File: src/rtl/ctrl_reg_pkg.sv
package ctrl_reg_pkg;
  localparam int CR_W = 32;

  typedef enum logic [1:0] {
    SEL_CR0  = 2'd0,
    SEL_CR3  = 2'd1,
    SEL_CR4  = 2'd2,
    SEL_EFER = 2'd3
  } ctl_sel_e;

  localparam int CR0_PE = 0;
  localparam int CR0_MP = 1;
  localparam int CR0_EM = 2;
  localparam int CR0_TS = 3;
  localparam int CR0_ET = 4;
  localparam int CR0_WP = 16;
  localparam int CR0_PG = 31;

  localparam int CR4_PSE    = 4;
  localparam int CR4_PAE    = 5;
  localparam int CR4_PGE    = 7;
  localparam int CR4_OSFXSR = 9;

  localparam int EFER_LME = 8;
  localparam int EFER_LMA = 10;

  localparam logic [CR_W-1:0] CR0_RST = 32'h6000_0010;

  typedef struct packed {
    logic pe;
    logic addseg;
    logic mp;
    logic em;
    logic ts;
  } cr0_hid_t;
endpackage

File: src/rtl/cr0_unit.sv
module cr0_unit
  import ctrl_reg_pkg::*;
(
  input  logic            clk_i,
  input  logic            rst_ni,
  input  logic            wr_i,
  input  logic [CR_W-1:0] data_i,
  input  logic            lme_i,
  input  logic            pae_i,
  input  logic            cs64_set_i,
  output logic [CR_W-1:0] cr0_o,
  output cr0_hid_t        hid_o,
  output logic            lma_o,
  output logic            cs64_o,
  output logic            flush_o,
  output logic            trunc_o,
  output logic            fault_o
);
  localparam logic [CR_W-1:0] ET_BIT    = CR_W'(1) << CR0_ET;
  localparam logic [CR_W-1:0] MODE_MASK = (CR_W'(1) << CR0_PG) |
                                          (CR_W'(1) << CR0_WP) |
                                          (CR_W'(1) << CR0_PE);

  logic [CR_W-1:0] cr0_q, nv;
  cr0_hid_t        hid_q;
  logic            lma_q, cs64_q, flush_q, trunc_q, fault_q;
  logic            enter, leave, refuse, accept, mode_chg;

  always_comb begin
    nv       = data_i | ET_BIT;
    enter    = wr_i && !cr0_q[CR0_PG] && nv[CR0_PG] && lme_i;
    leave    = wr_i && cr0_q[CR0_PG] && !nv[CR0_PG] && lma_q;
    refuse   = enter && !pae_i;
    accept   = wr_i && !refuse;
    mode_chg = accept && (((nv ^ cr0_q) & MODE_MASK) != '0);
  end

  always_ff @(posedge clk_i or negedge rst_ni) begin
    if (!rst_ni) begin
      cr0_q   <= CR0_RST;
      hid_q   <= '{pe: 1'b0, addseg: 1'b1, mp: 1'b0, em: 1'b0, ts: 1'b0};
      lma_q   <= 1'b0;
      cs64_q  <= 1'b0;
      flush_q <= 1'b0;
      trunc_q <= 1'b0;
      fault_q <= 1'b0;
    end else begin
      flush_q <= mode_chg;
      trunc_q <= leave;
      fault_q <= refuse;
      if (accept) begin
        cr0_q      <= nv;
        hid_q.pe     <= nv[CR0_PE];
        hid_q.addseg <= !nv[CR0_PE];
        hid_q.mp     <= nv[CR0_MP];
        hid_q.em     <= nv[CR0_EM];
        hid_q.ts     <= nv[CR0_TS];
      end
      if (enter && !refuse) lma_q <= 1'b1;
      else if (leave)       lma_q <= 1'b0;
      if (leave)                       cs64_q <= 1'b0;
      else if (cs64_set_i && lma_q)    cs64_q <= 1'b1;
    end
  end

  assign cr0_o   = cr0_q;
  assign hid_o   = hid_q;
  assign lma_o   = lma_q;
  assign cs64_o  = cs64_q;
  assign flush_o = flush_q;
  assign trunc_o = trunc_q;
  assign fault_o = fault_q;

  a_r2_et_forced: assert property (@(posedge clk_i) disable iff (!rst_ni)
    accept |=> cr0_q[CR0_ET]);
  a_r3_pe_mirror: assert property (@(posedge clk_i) disable iff (!rst_ni)
    (hid_q.pe == cr0_q[CR0_PE]) && (hid_q.addseg == !cr0_q[CR0_PE]));
  a_r5_refuse_holds: assert property (@(posedge clk_i) disable iff (!rst_ni)
    fault_q |-> ($stable(cr0_q) && !flush_q));
  a_r5_lma_needs_pg: assert property (@(posedge clk_i) disable iff (!rst_ni)
    lma_q |-> cr0_q[CR0_PG]);
  a_r6_exit_clears: assert property (@(posedge clk_i) disable iff (!rst_ni)
    trunc_q |-> (!lma_q && !cs64_q && !cr0_q[CR0_PG]));
  a_r7_cs64_in_long: assert property (@(posedge clk_i) disable iff (!rst_ni)
    cs64_q |-> lma_q);
endmodule

File: src/rtl/cr4_unit.sv
module cr4_unit
  import ctrl_reg_pkg::*;
(
  input  logic            clk_i,
  input  logic            rst_ni,
  input  logic            wr_i,
  input  logic [CR_W-1:0] data_i,
  input  logic            sse_i,
  output logic [CR_W-1:0] cr4_o,
  output logic            osfxsr_o,
  output logic            flush_o
);
  localparam logic [CR_W-1:0] PG_MASK = (CR_W'(1) << CR4_PGE) |
                                        (CR_W'(1) << CR4_PAE) |
                                        (CR_W'(1) << CR4_PSE);
  localparam logic [CR_W-1:0] FX_BIT  = CR_W'(1) << CR4_OSFXSR;

  logic [CR_W-1:0] cr4_q, nv;
  logic            osfxsr_q, flush_q;

  always_comb begin
    nv = sse_i ? data_i : (data_i & ~FX_BIT);
  end

  always_ff @(posedge clk_i or negedge rst_ni) begin
    if (!rst_ni) begin
      cr4_q    <= '0;
      osfxsr_q <= 1'b0;
      flush_q  <= 1'b0;
    end else begin
      flush_q <= wr_i && (((nv ^ cr4_q) & PG_MASK) != '0);
      if (wr_i) begin
        cr4_q    <= nv;
        osfxsr_q <= nv[CR4_OSFXSR];
      end
    end
  end

  assign cr4_o    = cr4_q;
  assign osfxsr_o = osfxsr_q;
  assign flush_o  = flush_q;

  a_r8_osfxsr_follow: assert property (@(posedge clk_i) disable iff (!rst_ni)
    osfxsr_q == cr4_q[CR4_OSFXSR]);
  a_r8_no_sse_clear: assert property (@(posedge clk_i) disable iff (!rst_ni)
    (wr_i && !sse_i) |=> !cr4_q[CR4_OSFXSR]);
endmodule

File: src/rtl/a20_gate.sv
module a20_gate #(
  parameter int ADDR_W  = 32,
  parameter int A20_BIT = 20
) (
  input  logic              clk_i,
  input  logic              rst_ni,
  input  logic              en_i,
  output logic [ADDR_W-1:0] mask_o,
  output logic              flush_o
);
  localparam logic [ADDR_W-1:0] MASK_OFF = ~(ADDR_W'(1) << A20_BIT);

  logic state_q, flush_q;

  always_ff @(posedge clk_i or negedge rst_ni) begin
    if (!rst_ni) begin
      state_q <= 1'b1;
      flush_q <= 1'b0;
    end else begin
      flush_q <= en_i != state_q;
      state_q <= en_i;
    end
  end

  assign mask_o  = state_q ? '1 : MASK_OFF;
  assign flush_o = flush_q;

  a_r10_flush_on_toggle: assert property (@(posedge clk_i) disable iff (!rst_ni)
    flush_q |-> (state_q != $past(state_q)));
  a_r10_mask_bit: assert property (@(posedge clk_i) disable iff (!rst_ni)
    mask_o[A20_BIT] == state_q);
endmodule

File: src/rtl/ctrl_reg_unit.sv
module ctrl_reg_unit
  import ctrl_reg_pkg::*;
#(
  parameter int XLEN    = 64,
  parameter int ADDR_W  = 32,
  parameter int A20_BIT = 20
) (
  input  logic              clk_i,
  input  logic              rst_ni,
  input  logic              wr_en_i,
  input  logic [1:0]        wr_sel_i,
  input  logic [XLEN-1:0]   wr_data_i,
  input  logic              a20_en_i,
  input  logic              sse_avail_i,
  input  logic              cs64_set_i,
  output logic [CR_W-1:0]   cr0_o,
  output logic [XLEN-1:0]   cr3_o,
  output logic [CR_W-1:0]   cr4_o,
  output logic [XLEN-1:0]   efer_o,
  output logic [ADDR_W-1:0] a20_mask_o,
  output logic              pe_o,
  output logic              addseg_o,
  output logic              mp_o,
  output logic              em_o,
  output logic              ts_o,
  output logic              lma_o,
  output logic              cs64_o,
  output logic              osfxsr_o,
  output logic              ip_trunc_o,
  output logic              tlb_flush_o,
  output logic              mode_fault_o
);
  ctl_sel_e        sel;
  logic            wr_cr0, wr_cr3, wr_cr4, wr_efer;
  logic            lme_q, cr3_flush_q;
  logic [XLEN-1:0] cr3_q;
  logic            f_cr0, f_cr4, f_a20, lma;
  cr0_hid_t        hid;
  logic [CR_W-1:0] cr0, cr4;

  always_comb begin
    sel     = ctl_sel_e'(wr_sel_i);
    wr_cr0  = wr_en_i && (sel == SEL_CR0);
    wr_cr3  = wr_en_i && (sel == SEL_CR3);
    wr_cr4  = wr_en_i && (sel == SEL_CR4);
    wr_efer = wr_en_i && (sel == SEL_EFER);
  end

  cr0_unit u_cr0 (
    .clk_i      (clk_i),
    .rst_ni     (rst_ni),
    .wr_i       (wr_cr0),
    .data_i     (wr_data_i[CR_W-1:0]),
    .lme_i      (lme_q),
    .pae_i      (cr4[CR4_PAE]),
    .cs64_set_i (cs64_set_i),
    .cr0_o      (cr0),
    .hid_o      (hid),
    .lma_o      (lma),
    .cs64_o     (cs64_o),
    .flush_o    (f_cr0),
    .trunc_o    (ip_trunc_o),
    .fault_o    (mode_fault_o)
  );

  cr4_unit u_cr4 (
    .clk_i    (clk_i),
    .rst_ni   (rst_ni),
    .wr_i     (wr_cr4),
    .data_i   (wr_data_i[CR_W-1:0]),
    .sse_i    (sse_avail_i),
    .cr4_o    (cr4),
    .osfxsr_o (osfxsr_o),
    .flush_o  (f_cr4)
  );

  a20_gate #(.ADDR_W(ADDR_W), .A20_BIT(A20_BIT)) u_a20 (
    .clk_i   (clk_i),
    .rst_ni  (rst_ni),
    .en_i    (a20_en_i),
    .mask_o  (a20_mask_o),
    .flush_o (f_a20)
  );

  always_ff @(posedge clk_i or negedge rst_ni) begin
    if (!rst_ni) begin
      cr3_q       <= '0;
      lme_q       <= 1'b0;
      cr3_flush_q <= 1'b0;
    end else begin
      cr3_flush_q <= wr_cr3 && cr0[CR0_PG];
      if (wr_cr3)  cr3_q <= wr_data_i;
      if (wr_efer) lme_q <= wr_data_i[EFER_LME];
    end
  end

  always_comb begin
    efer_o           = '0;
    efer_o[EFER_LME] = lme_q;
    efer_o[EFER_LMA] = lma;
  end

  assign cr0_o       = cr0;
  assign cr4_o       = cr4;
  assign cr3_o       = cr3_q;
  assign lma_o       = lma;
  assign pe_o        = hid.pe;
  assign addseg_o    = hid.addseg;
  assign mp_o        = hid.mp;
  assign em_o        = hid.em;
  assign ts_o        = hid.ts;
  assign tlb_flush_o = f_cr0 | f_cr4 | f_a20 | cr3_flush_q;

  a_r9_cr3_flush_pg: assert property (@(posedge clk_i) disable iff (!rst_ni)
    cr3_flush_q |-> $past(cr0[CR0_PG]));
  a_r11_efer_keeps_lma: assert property (@(posedge clk_i) disable iff (!rst_ni)
    wr_efer |=> $stable(lma));
  a_r12_pulse_excl: assert property (@(posedge clk_i) disable iff (!rst_ni)
    !(ip_trunc_o && mode_fault_o));
endmodule

File: config.mk
export PLATFORM = sky130hd
export DESIGN_NAME = ctrl_reg_unit
export DESIGN_NICKNAME = d
export VERILOG_FILES = /design/src/rtl/ctrl_reg_pkg.sv /design/src/rtl/cr0_unit.sv /design/src/rtl/cr4_unit.sv /design/src/rtl/a20_gate.sv /design/src/rtl/ctrl_reg_unit.sv
export SDC_FILE = /design/constraint.sdc
export NUM_CORES = 1
export LEC_CHECK = 0
export ABC_AREA = 1
export BUFFER_PORTS_ARGS = -buffer_cell sky130_fd_sc_hd__buf_4
export CAP_MARGIN = 40
export CELL_PAD_IN_SITES_DETAIL_PLACEMENT = 2
export CELL_PAD_IN_SITES_GLOBAL_PLACEMENT = 2
export CORE_MARGIN = 4
export CORE_UTILIZATION = 23
export CTS_CLUSTER_DIAMETER = 150
export DETAILED_ROUTE_END_ITERATION = 8
export MAX_ROUTING_LAYER = met4
export PLACE_DENSITY_LB_ADDON = 0.1
export SLEW_MARGIN = 0
export SYNTH_ARGS = -nofsm -noshare
export SYNTH_HDL_FRONTEND = slang
export SYNTH_SLANG_ARGS = --single-unit
File: constraint.sdc
create_clock -name clk_i -period 1.1 [get_ports clk_i]
set_input_delay 0.22 -clock clk_i [delete_from_list [all_inputs] [get_ports clk_i]]
set_output_delay 0.22 -clock clk_i [all_outputs]
set_load 0.02 [all_outputs]
==> results of run 1 <==
logic make-up after synthesis:
group	count (synthesis)	share of synthesized area [%]
AOI/OAI and AO/OA	137	12.5
xor gates and xnor gates	1	0.141
buffers and inverters	209	19.5
DFF	138	55.8
other	2	0.121
and+or+nand+nor	191	11.8
placed cells by master (no fill, tap or decap), types with 2 or more instances in the layout:
cell / instances
nand3_1: 3
nand3_4: 2
o211ai_1: 32
nor2_2: 2
dfstp_2: 4
dfrtp_2: 3
conb_1: 94
clkbuf_16: 17
clkinv_2: 2
inv_1: 70
nor2_1: 5
o21ai_0: 101
buf_6: 145
inv_6: 4
buf_12: 14
nand2_1: 176
dfrtp_1: 131
dlygate4sd3_1: 2
nor3_1: 2
bufinv_16: 4
clkbuf_1: 2
clkinv_4: 2
buf_8: 2
clkinvlp_4: 2
buf_4: 179
path summary, 6_finish.rpt:
kind | end | cells after the start
min | cr3_o[43] | 3
min reg2reg | u_cr0.cr0_o[29] | 2
max reg2reg | u_cr0.cr0_o[18] | 7
max in group asynchronous | u_cr0.cr0_o[29] | 3
max | tlb_flush_o | 3
min in group asynchronous | u_cr4.cr4_o[7] | 2
per-stage QoR:
step / hold slack (ps) / util, % / instances
4_1_cts: 40.4 / 36.7 / 1297
5_1_grt: 51.6 / 38.0 / 1343
2_1_floorplan: -75.6 / - / 770
3_3_place_gp: 108 / 30.7 / 1212
6_report: 59.8 / 38.0 / 1343
3_5_place_dp: 111 / 30.7 / 1212
power by group through the flow:
stage	clock network (uW)	registers (uW)	logic (uW)
global route	6560	6710	6450
global placement	0	6570	4450
finish	6090	6600	5960
CTS	6320	6610	5650
floorplan	0	7420	1580
detailed placement	0	6590	4570
synthesized netlist by cell type:
cell,n,area [um2]
nand2_1,176,661
dfrtp_1,134,3350
buf_4,107,803
o21ai_0,102,510
inv_1,70,263
o211ai_1,32,240
buf_2,19,95.1
clkbuf_1,11,41.3
nor2_1,7,26.3
nand3_1,5,25.0
dfstp_2,4,105
a21oi_1,2,10.0
conb_1,2,7.51
nor3_1,2,10.0
clkinv_1,1,3.75
inv_2,1,3.75
nand3_2,1,10.0
o21ai_4,1,16.3
xor2_1,1,8.76
per-layer routing:
metal | routed length [um] | global-route usage, %
met1 | 8720 | 17.1
met2 | 11700 | 25.9
met3 | 1230 | 3.13
met4 | 408 | 4.89
met5 | 0 | -
what timing repair did:
action | 4_1_cts | 5_1_grt
hold buffers | 2 | 0
endpoints found under the hold margin | 124 | 0
endpoints found under the setup margin | 174 | 177
setup buffers | 51 | 45
resized for setup | 148 | 5
pin swaps | 3 | 2
area by class of cell:
type	instances	area, um2	share of cell area (%)
clock inverter	13	189	1.89
clock buffer	19	433	4.33
sequential	138	3460	34.6
antenna	1	2.50	0.0250
timing repair buffer	342	3310	33.1
tap	335	419	4.19
multi-input combinational	423	1900	19.1
inverter	72	275	2.75
critical path, stage by stage (launching register included):
cell	delay [ps]
dfrtp_1	370
nor2_2	120
nand2_1	70
buf_6	130
==> impl_metrics.toml, run 1 <==
[min_path]
worstHoldPathType = "in -> reg"
min-delay-start = "wr_data_i[43]"

[placement]
io_buffers = 212
placedInstanceArea_um2 = 8060
place.gp.congestion = 0.737
place_ws_ps = -201
dp.final_hpwl_um = 16100

[detailed_routing]
wire_per_inst_um = 16.5
ant_nets = 0
dr.pass1.iters = 4
remaining_drc_errors = 0
drt_iter0_markers = 131
vias_per_cell = 4.05
wirelength_um = 22100
vias = 5443

[die]
rows = 59
dieArea_um2 = 29600
io_pins = 307
die_w_um = 172
fp.dieH_um = 172
coreArea_um2 = 26300
initial_core_util_pct = 23.6

[worst_setup_path]
crit_required_ps = 880
rr_startpoint = "u_cr0.cr0_o[31]"
worstSetupPathType = "reg -> out"
cp_data_arrival_time_ps = 1100
r2r_slack_ps = -200
crit_fanout = 1
critPathCaptureType = "output port"
start_kind = "flip-flop"
critPathLaunch = "cr3_flush_q"

[power_and_ir_drop]
vdd_ir_drop_max_mv = 0.786
combPwrFrac_pct = 31.9
power_uw = 18600
clockPowerShare_pct = 32.6
switching_share_pct = 31.8
power_switching_uw = 5940
seqPwrFrac_pct = 35.4
p_per_area_nw_per_um2 = 1870
p_int_uw = 12700
leakage_uw = 0.00535

[synth]
synth_area_um2 = 6190
yosysSeqAreaShare_pct = 55.8
ys_types = 19
avgSynthCellArea_um2 = 9.13
netlist_instances = 678
yosys_warnings = 0
ys_seq_elements = 138

[global_routing]
grt_first_pass_wirelength_um = 32900
antenna_found_initial = 1
grt_overflow = 0
track_usage_pct = 14.9
grt_max_degree = 56
grt_pass1_vias = 5950

[clocking]
cts.sinks = 138
clk_pin_slew_ps = 60
cts_root_buf = "clkbuf_16"
htreeDepth = 4
clockBufferDepth = 2
cts_buffers = 17
clk_latency_ps = 420
cts_tree = "yes"

[sta]
rsz0062_at_grt = "yes"
worst_slack_ps = -225
max_freq_ghz = 0.755
timing.final.crit_period_ps = 1320
fin_setup_tns_ps = -16190
setup_viol = 176
drv_slew = 0
fin_skew_ps = 12.5
hold_violations = 0
period_share_pct = 120

[cells_and_area]
drive_above_1_share_pct = 38.3
largest_reg_flops = 64
fin_nets = 1066
synthToLayoutAreaGrowth_pct = 61.3
fin_area_um2 = 9990
num-fill-cells = 2872

[run_status]
violations = "negative setup slack"
status = "finished with violations"

[job]
maxCapViolations = 0
Power figures use the tool's default switching activity.
==> run 2: changes to the inputs <==
--- a/config.mk
+++ b/config.mk
@@ -11,7 +11,7 @@
 export CELL_PAD_IN_SITES_DETAIL_PLACEMENT = 2
 export CELL_PAD_IN_SITES_GLOBAL_PLACEMENT = 2
 export CORE_MARGIN = 4
-export CORE_UTILIZATION = 23
+export CORE_UTILIZATION = 25
 export CTS_CLUSTER_DIAMETER = 150
 export DETAILED_ROUTE_END_ITERATION = 8
 export MAX_ROUTING_LAYER = met4
==> constraint.sdc (replaced) <==
create_clock -name clk_i -period 1.45 [get_ports clk_i]
set_input_delay 0.29 -clock clk_i [delete_from_list [all_inputs] [get_ports clk_i]]
set_output_delay 0.29 -clock clk_i [all_outputs]
set_load 0.02 [all_outputs]
==> run 2 against run 1 <==
- the run now ends clean
- global-route usage up 0.31 points
- final cell count down 9.0%
- routed wire length down 7.6%
- clock-buffer cell count rose by 1
- first-iteration DRC count rose by 61%
- register-to-register slack gained 350 ps
- critical endpoint is now cr0_o[31]
- hold slack improved by 62 ps
- final area down 15%
- critical path depth down 1
==> impl_metrics.toml, run 2 (synthesized netlist as in run 1, its figures left out) <==
[run_status]
status = "completed"

[global_routing]
grt_first_pass_wirelength_um = 31200
grt_pass1_vias = 5633
grt_overflow = 0
antenna_found_initial = 0
grt_max_degree = 70
track_usage_pct = 15.2

[cells_and_area]
num-fill-cells = 2785
regArea_um2 = 3460
layout_common_cells = "buf_4 (222), nand2_1 (176), dfrtp_1 (133)"
final_common_cell = "buf_4"
largest_reg_flops = 64
fin_area_um2 = 8480
drive_above_1_share_pct = 30.2
antennaDiodeCount = 0
fin_nets = 957
multi_input_area_um2 = 1890
synthToLayoutAreaGrowth_pct = 36.9

[worst_setup_path]
r2r_cells = 4
max_stage_delay_ps = 390
cp.depth = 2
cp_data_arrival_time_ps = 1100
crit_fanout = 4
cp_common_cell = "buf_4"
crit_chain = "buf_4 > buf_4"
cp_top_family = "flip-flops"
start_kind = "flip-flop"
critPathCaptureType = "output port"
crit_required_ps = 1160
timing.critical_path.buf_inv = 2
cp_slowest_cell = "dfrtp_1"
worstSetupPathType = "reg -> out"

[detailed_routing]
vias_per_cell = 4.12
dr.pass1.iters = 4
wirelength_um = 20400
remaining_drc_errors = 0
drt_iter0_markers = 211
vias = 5032
ant_nets = 0
wire_per_inst_um = 16.7

[power_and_ir_drop]
vdd_ir_drop_max_mv = 0.615
power_uw = 12800
leakage_uw = 0.00460
p_per_area_nw_per_um2 = 1500

[job]
maxCapViolations = 0

[clocking]
clk_pin_slew_ps = 70
cts_buffers = 17
cts.sinks = 138
cts_tree = "yes"
clk_latency_ps = 420
clockBufferDepth = 2
cts_root_buf = "clkbuf_16"
htreeDepth = 4

[min_path]
min_path_cells = 3
worstHoldPathType = "in -> reg"

[sta]
timing.final.crit_period_ps = 1390
fin_setup_tns_ps = 0
setup_viol = 0
rsz0062_at_grt = "yes"
drv_slew = 0
max_freq_ghz = 0.718
period_share_pct = 96.0
hold_violations = 0
fin_skew_ps = 10.7
worst_slack_ps = 57.5

[die]
dieArea_um2 = 27400
io_pins = 307
die_w_um = 165
initial_core_util_pct = 25.5
fp.dieH_um = 165
coreArea_um2 = 24300
rows = 57

[placement]
dp.final_hpwl_um = 15400
place_ws_ps = 83.9
io_buffers = 212
placedInstanceArea_um2 = 7850
place.gp.congestion = 0.762
run 2: cell count changes in the layout (fill, tap and decap cells not counted), moves of 2 or more:
cell     delta
dfrtp_1     +2
dfrtp_2     -2
buf_8       -2
buf_4      +43
buf_12      -7
buf_6     -143
nor2_2      -2
nor2_1      +2
run 2: final timing paths:
check / from / endpoint / slack, ps
setup / recovery: u_cr0.cr0_o[31] / cr0_o[31] / 60
hold / removal: wr_data_i[6] / u_cr0.cr0_o[6] / 120
setup reg to reg: u_cr4.cr4_o[5] / u_cr0.cr0_o[26] / 150
hold reg to reg: u_cr0.hid_o[3] / u_cr0.hid_o[3] / 470
max in group asynchronous: rst_ni / u_cr4.cr4_o[0] / 590
min in group asynchronous: rst_ni / cr3_o[46] / 440
run 2: area by class of cell:
class                   instances  share of cell area (%)
clock inverters                12                    1.92
multi-input cells             423                    22.3
repair buffers                233                    21.8
clock buffers                  20                    5.27
flip-flops and latches        138                    40.8
inverters                      72                    3.19
well taps                     324                    4.78
run 2: timing repair:
action                                  CTS  global route
buffers inserted                          1             1
cloned                                    0             0
resized for setup                         0             1
endpoints found under the setup margin    1             4
hold buffers                              2             0
hold endpoints to repair                135             0
run 2: stage by stage:
stage	hold WS [ps]	utilization, %	std cells
CTS	111	34.8	1221
detailed placement	310	32.3	1187
floorplan	-5.59	-	770
finish	122	34.9	1222
global placement	305	32.3	1187
global route	119	34.9	1222
run 2: worst min-delay path, stage by stage:
cell	delay, ps
buf_4	90
o211ai_1	80
nand2_1	50
run 2: routing by layer:
layer  part of all wire (%)  GRT usage (%)
met5                      0              -
met4                    1.4           3.82
met3                    5.7           3.33
met2                     53           26.7
met1                     40           17.7
run 2: power breakdown:
part | total, uW | internal (uW) | switching, uW
Combinational | 3340 | 1280 | 2060
Sequential | 4900 | 4480 | 416
Clock | 4520 | 2780 | 1750
